==> config.mk <==
export PLATFORM = sky130hd
export DESIGN_NAME = gpio_port_ctrl
export DESIGN_NICKNAME = d
export VERILOG_FILES = /design/src/rtl/gpio_port_pkg.sv /design/src/rtl/gpio_sync.sv /design/src/rtl/gpio_reg_bank.sv /design/src/rtl/gpio_pad_drive.sv /design/src/rtl/gpio_port_ctrl.sv
export SDC_FILE = /design/constraint.sdc
export NUM_CORES = 1
export LEC_CHECK = 0
export BUFFER_PORTS_ARGS = -buffer_cell sky130_fd_sc_hd__buf_4
export CORE_MARGIN = 10
export CORE_UTILIZATION = 56
export DETAILED_ROUTE_END_ITERATION = 7
export PLACE_DENSITY = 0.92
export SYNTH_ARGS = -nofsm -noshare
export SYNTH_HDL_FRONTEND = slang
export SYNTH_SLANG_ARGS = --single-unit
==> constraint.sdc <==
create_clock -name clk -period 2.1 [get_ports clk]
set_input_delay 0.105 -clock clk [delete_from_list [all_inputs] [get_ports clk]]
set_output_delay 0.105 -clock clk [all_outputs]
set_load 0.05 [all_outputs]
==> src/rtl/gpio_port_pkg.sv <==
package gpio_port_pkg;

  localparam int ADDR_W = 3;

  typedef enum logic [ADDR_W-1:0] {
    REG_DOUT = 3'd0,
    REG_DIN  = 3'd1,
    REG_DIR  = 3'd2,
    REG_MODE = 3'd3,
    REG_DRV  = 3'd4
  } gpio_reg_e;

  // Writable registers, in bank order
  localparam int NUM_WR = 4;

  function automatic gpio_reg_e wr_slot_addr(input int slot);
    case (slot)
      0:       return REG_DOUT;
      1:       return REG_DIR;
      2:       return REG_MODE;
      default: return REG_DRV;
    endcase
  endfunction

endpackage

==> src/rtl/gpio_sync.sv <==
module gpio_sync #(
  parameter int N      = 32,
  parameter int STAGES = 2
) (
  input  logic         clk,
  input  logic         rst_n,
  input  logic [N-1:0] d,
  output logic [N-1:0] q
);

  logic [N-1:0] stage_q [STAGES];

  always_ff @(posedge clk or negedge rst_n) begin
    if (!rst_n) stage_q[0] <= '0;
    else        stage_q[0] <= d;
  end

  for (genvar s = 1; s < STAGES; s++) begin : g_stage
    always_ff @(posedge clk or negedge rst_n) begin
      if (!rst_n) stage_q[s] <= '0;
      else        stage_q[s] <= stage_q[s-1];
    end
  end

  assign q = stage_q[STAGES-1];

endmodule

==> src/rtl/gpio_reg_bank.sv <==
module gpio_reg_bank #(
  parameter int N = 32
) (
  input  logic         clk,
  input  logic         rst_n,
  input  logic         wr_en,
  input  logic [N-1:0] wr_mask,
  input  logic [N-1:0] wr_data,
  output logic [N-1:0] q
);

  always_ff @(posedge clk or negedge rst_n) begin
    if (!rst_n)     q <= '0;
    else if (wr_en) q <= (q & ~wr_mask) | (wr_data & wr_mask);
  end

endmodule

==> src/rtl/gpio_pad_drive.sv <==
module gpio_pad_drive #(
  parameter int N = 32
) (
  input  logic [N-1:0] mode_alt,
  input  logic [N-1:0] open_drain,
  input  logic [N-1:0] dir_out,
  input  logic [N-1:0] dout,
  input  logic [N-1:0] alt_out,
  input  logic [N-1:0] alt_oe,
  output logic [N-1:0] pad_out,
  output logic [N-1:0] pad_oe
);

  for (genvar i = 0; i < N; i++) begin : g_pad
    always_comb begin
      if (mode_alt[i]) begin
        pad_out[i] = alt_out[i];
        pad_oe[i]  = alt_oe[i];
      end else if (open_drain[i]) begin
        pad_out[i] = 1'b0;
        pad_oe[i]  = dir_out[i] & ~dout[i];
      end else begin
        pad_out[i] = dout[i];
        pad_oe[i]  = dir_out[i];
      end
    end
  end

endmodule

==> src/rtl/gpio_port_ctrl.sv <==
module gpio_port_ctrl
  import gpio_port_pkg::*;
#(
  parameter int NUM_PORTS = 2,
  parameter int PORT_W    = 16
) (
  input  logic                          clk,
  input  logic                          rst_n,
  input  logic                          bus_valid,
  input  logic                          bus_write,
  input  logic [ADDR_W-1:0]             bus_addr,
  input  logic [NUM_PORTS*PORT_W/8-1:0] bus_be,
  input  logic [NUM_PORTS*PORT_W-1:0]   bus_wdata,
  output logic [NUM_PORTS*PORT_W-1:0]   bus_rdata,
  input  logic [NUM_PORTS*PORT_W-1:0]   pad_in,
  output logic [NUM_PORTS*PORT_W-1:0]   pad_out,
  output logic [NUM_PORTS*PORT_W-1:0]   pad_oe,
  input  logic [NUM_PORTS*PORT_W-1:0]   alt_out,
  input  logic [NUM_PORTS*PORT_W-1:0]   alt_oe
);

  localparam int NUM_PAD = NUM_PORTS * PORT_W;
  localparam int WORD_W  = NUM_PAD;
  localparam int BE_W    = WORD_W / 8;

  // Port k sits at word slice (NUM_PORTS-1-k): lowest port in the top lanes
  function automatic logic [NUM_PAD-1:0] word_to_pads(input logic [WORD_W-1:0] w);
    logic [NUM_PAD-1:0] r;
    for (int k = 0; k < NUM_PORTS; k++)
      for (int p = 0; p < PORT_W; p++)
        r[k*PORT_W+p] = w[(NUM_PORTS-1-k)*PORT_W+p];
    return r;
  endfunction

  function automatic logic [WORD_W-1:0] pads_to_word(input logic [NUM_PAD-1:0] v);
    logic [WORD_W-1:0] r;
    for (int k = 0; k < NUM_PORTS; k++)
      for (int p = 0; p < PORT_W; p++)
        r[(NUM_PORTS-1-k)*PORT_W+p] = v[k*PORT_W+p];
    return r;
  endfunction

  function automatic logic [WORD_W-1:0] lanes_to_bits(input logic [BE_W-1:0] be);
    logic [WORD_W-1:0] r;
    for (int b = 0; b < BE_W; b++) r[b*8 +: 8] = {8{be[b]}};
    return r;
  endfunction

  // Named internal events and state, visible to the checker
  logic               wr_hit;
  logic [NUM_PAD-1:0] wr_mask_pads;
  logic [NUM_PAD-1:0] wr_data_pads;
  logic [NUM_PAD-1:0] bank_q [NUM_WR];
  logic [NUM_PAD-1:0] dout_q, dir_q, mode_q, drv_q, din_q;

  assign wr_hit       = bus_valid & bus_write;
  assign wr_mask_pads = word_to_pads(lanes_to_bits(bus_be));
  assign wr_data_pads = word_to_pads(bus_wdata);

  for (genvar i = 0; i < NUM_WR; i++) begin : g_bank
    gpio_reg_bank #(.N(NUM_PAD)) bank_i (
      .clk     (clk),
      .rst_n   (rst_n),
      .wr_en   (wr_hit && (bus_addr == wr_slot_addr(i))),
      .wr_mask (wr_mask_pads),
      .wr_data (wr_data_pads),
      .q       (bank_q[i])
    );
  end

  assign dout_q = bank_q[0];
  assign dir_q  = bank_q[1];
  assign mode_q = bank_q[2];
  assign drv_q  = bank_q[3];

  gpio_sync #(.N(NUM_PAD), .STAGES(2)) sync_i (
    .clk   (clk),
    .rst_n (rst_n),
    .d     (pad_in),
    .q     (din_q)
  );

  gpio_pad_drive #(.N(NUM_PAD)) drive_i (
    .mode_alt   (mode_q),
    .open_drain (drv_q),
    .dir_out    (dir_q),
    .dout       (dout_q),
    .alt_out    (alt_out),
    .alt_oe     (alt_oe),
    .pad_out    (pad_out),
    .pad_oe     (pad_oe)
  );

  always_comb begin
    case (bus_addr)
      REG_DOUT: bus_rdata = pads_to_word(dout_q);
      REG_DIN:  bus_rdata = pads_to_word(din_q);
      REG_DIR:  bus_rdata = pads_to_word(dir_q);
      REG_MODE: bus_rdata = pads_to_word(mode_q);
      REG_DRV:  bus_rdata = pads_to_word(drv_q);
      default:  bus_rdata = '0;
    endcase
  end

endmodule

==> results_dict.tcl <==
set metrics [dict create \
    status "complete, no violations" \
    ys_types 23 \
    antenna_found_initial 1 \
    crit_type "flip-flop to primary output" \
    hpwl_mm 17.4 \
    netlist_area_um2 8420 \
    route.met3.wl_mm 1.80 \
    syn_nets 803 \
    finalHoldViolCount 0 \
    grt_pass1_vias 7368 \
    die_w_um 143 \
    nNetsFinal 1121 \
    rr_worst_depth 1 \
    grtUsageTotal_pct 25.2 \
    cts_inserted_buffers 17 \
    pre_cts_ws_ns 0.444 \
    cp-start-kind "flip-flop" \
    fin_crit_sh_pct 83.3 \
    via_per_inst 5.83 \
    drt_iter0_drc 431 \
    htreeDepth 4 \
    yosysWarnings 0 \
    setup_violations 0 \
    cts_resized 0 \
    firstDrtPassIters 5 \
    period_needed_ns 1.75 \
    synth-adder-area-share_pct 0 \
    relSlewSlack_pct 59.5 \
    wl_per_cell_um 21.7 \
    num_vias 6876 \
    ioPinCount 235 \
    fin_tns_setup_ns 0 \
    routed_wl_mm 25.7 \
    synthSimpleGateAreaFrac_pct 8.50 \
    hold_class "primary input to flip-flop" \
    clk_path_buf_depth 2 \
    ys_seq_area_share_pct 57.1 \
    final_layout_size_suffix_gt1_share_pct 43.4 \
    root_buffer "clkbuf_16" \
    synth_compound_area_share_pct 12.3 \
    synth-xor-area-share_pct 0 \
    synthMuxAreaShare_pct 20.9 \
    p_leak_nw 5.53 \
    clock_latency_ns 0.43 \
    row_count 44 \
    initial_core_util_pct 57.5 \
    synth_top_family_by_area "multiplexers" \
    overflow 0 \
    core_region_area_um2 14600 \
    worst_pin_slew_ns 0.607 \
    syn_inst 664 \
    avgSynthCellArea_um2 12.7 \
    cp.required_ns 2.00 \
    clk_pin_slew_ns 0.06 \
    fin_ws_ns 0.351 \
    cts.sinks 192 \
    cp-end-kind "primary output" \
    path_max_fanout 6 \
    skew_ns 0.00430 \
    die_y_um 143 \
    cellPowerDensity_nw_per_um2 1010 \
    drc 0 \
    antenna_left 0 \
    place_congestion 0.830 \
    rsz0062_at_grt "false" \
    drv_slew 0 \
    holdPathStages 4 \
    synth-seq-cells 192 \
    layout-area-overhead-vs-synth_pct 39.4 \
    min_from "bus_be[0]" \
    cts_tree "yes" \
    wl_met2_mm 13.1 \
    grt_max_degree 68 \
    die_area_um2 20300 \
    grt_pass1_wl_mm 40.1 \
    max_freq_ghz 0.572 \
    max-vdd-ir-drop_mv 0.628 \
    port_buffers 234 \
    cap_violations 0 \
    dr.max_layer_used "met4" \
    crit_arrival_ns 1.64 \
    wirelength_met1_mm 9.81 \
]
==> through the flow <==
stage	hold slack [ns]	utilization, %	std cells	cell area [um^2]	total power, W
after CTS	0.167	80.1	1179	11700	0.0118
after detailed placement	0.145	71.8	1082	10500	0.00858
final	0.176	80.2	1180	11700	0.0118
after global placement	0.138	71.8	1082	10500	0.00847
after floorplan	-0.191	-	664	8420	0.00724
after global routing	0.195	80.2	1180	11700	0.0123
==> cells in the mapped netlist <==
cell         n  area [um^2]
o32a_1       1         10.0
dfrtp_1    192         4800
inv_1        1         3.75
nand2b_1     4         25.0
mux2i_1     32          320
nor3_2       2         20.0
mux2_2     128         1440
clkbuf_1    10         37.5
nand4b_1     4         35.0
buf_2        6         30.0
o211ai_1     1         7.51
o21ai_0     33          165
nor3_4       2         32.5
buf_1        2         7.51
a22o_1      31          272
nor2_1      33          124
nand2_1    104          390
o2bb2ai_1   31          272
buf_6        2         22.5
nor3b_1      1         7.51
nor2_2      12         75.1
or2_2        1         6.26
a221o_1     31          310
==> repair_timing <==
action                    in CTS  in global routing
hold buffers                  65                  0
setup buffers                  0                  0
hold endpoints to repair     222                  0
==> per-layer routing <==
| metal | vias up | GRT usage, % |
|---|---|---|
| li1 | 3073 | - |
| met1 | 3439 | 28.9 |
| met3 | 65 | 6.27 |
| met5 | - | 0 |
| met4 | 0 | 12.6 |
| met2 | 299 | 43.0 |
==> worst max-delay path, stage by stage (launching register included) <==
cell and delay, ns:
dfrtp_1 0.44, mux2i_1 0.19, o2bb2ai_1 0.11, a221o_1 0.28, buf_4 0.20
==> path summary, 6_finish.rpt <==
path,end,slack [ns]
max,bus_rdata[21],0.35
min,flip-flop,0.18
max reg2reg,flip-flop,1.22
min reg2reg,sync_i.q[24]$_DFF_PN0_,0.35
max in group asynchronous,asynchronous set/reset pin,1.14
min in group asynchronous,sync_i.stage_q[44]$_DFF_PN0_,0.23
==> power by group <==
group	total (W)	leakage [nW]	switching, W	internal [W]
clock	0.00310	0.284	0.00134	0.00176
sequential	0.00486	2.38	0.000615	0.00424
combinational	0.00385	2.87	0.00236	0.00149
total	0.0118	5.53	0.00432	0.00749
==> cell usage in the layout, fill, tap and decap left out <==
| cell type | netlist | layout |
|---|---|---|
| nor2_4 | 0 | 2 |
| dfrtp_1 | 192 | 192 |
| nor3_4 | 2 | 2 |
| clkbuf_1 | 10 | 3 |
| o211ai_1 | 1 | 1 |
| nor3b_2 | 0 | 1 |
| a221o_1 | 31 | 31 |
| clkinv_2 | 0 | 3 |
| clkinv_4 | 0 | 4 |
| nor2_2 | 12 | 12 |
| mux2i_1 | 32 | 32 |
| buf_4 | 0 | 251 |
| a22o_1 | 31 | 31 |
| bufinv_16 | 0 | 1 |
| o32a_1 | 1 | 1 |
| o21ai_0 | 33 | 33 |
| nand2b_1 | 4 | 3 |
| nand2b_2 | 0 | 1 |
| clkbuf_16 | 0 | 17 |
| dlygate4sd3_1 | 0 | 65 |
| nand2_1 | 104 | 104 |
| nand4b_1 | 4 | 4 |
| nor2_1 | 33 | 31 |
| or2_2 | 1 | 1 |
| diode_2 | 0 | 1 |
| buf_12 | 0 | 2 |
| inv_1 | 1 | 1 |
| clkbuf_8 | 0 | 5 |
| mux2_2 | 128 | 128 |
| o2bb2ai_1 | 31 | 31 |
| nor3_2 | 2 | 2 |
==> final cells by class <==
cell class | count | area [um^2]
diodes | 1 | 2.50
clock buffers | 24 | 492
clock inverters | 8 | 80.1
fillers | 824 | 2910
inverters | 1 | 3.75
multi-input cells | 451 | 3540
flip-flops and latches | 192 | 4800
well taps | 184 | 230
repair buffers | 319 | 2590
==> logic make-up (layout without fill, tap and decap cells) <==
group | after synthesis | count (layout)
DFF | 192 | 192
and+or+nand+nor | 163 | 163
muxes | 160 | 160
AOI/OAI and AO/OA | 128 | 128
buffers and inverters | 21 | 352
other | 0 | 1
No activity file was read; power rests on OpenSTA's default activity.
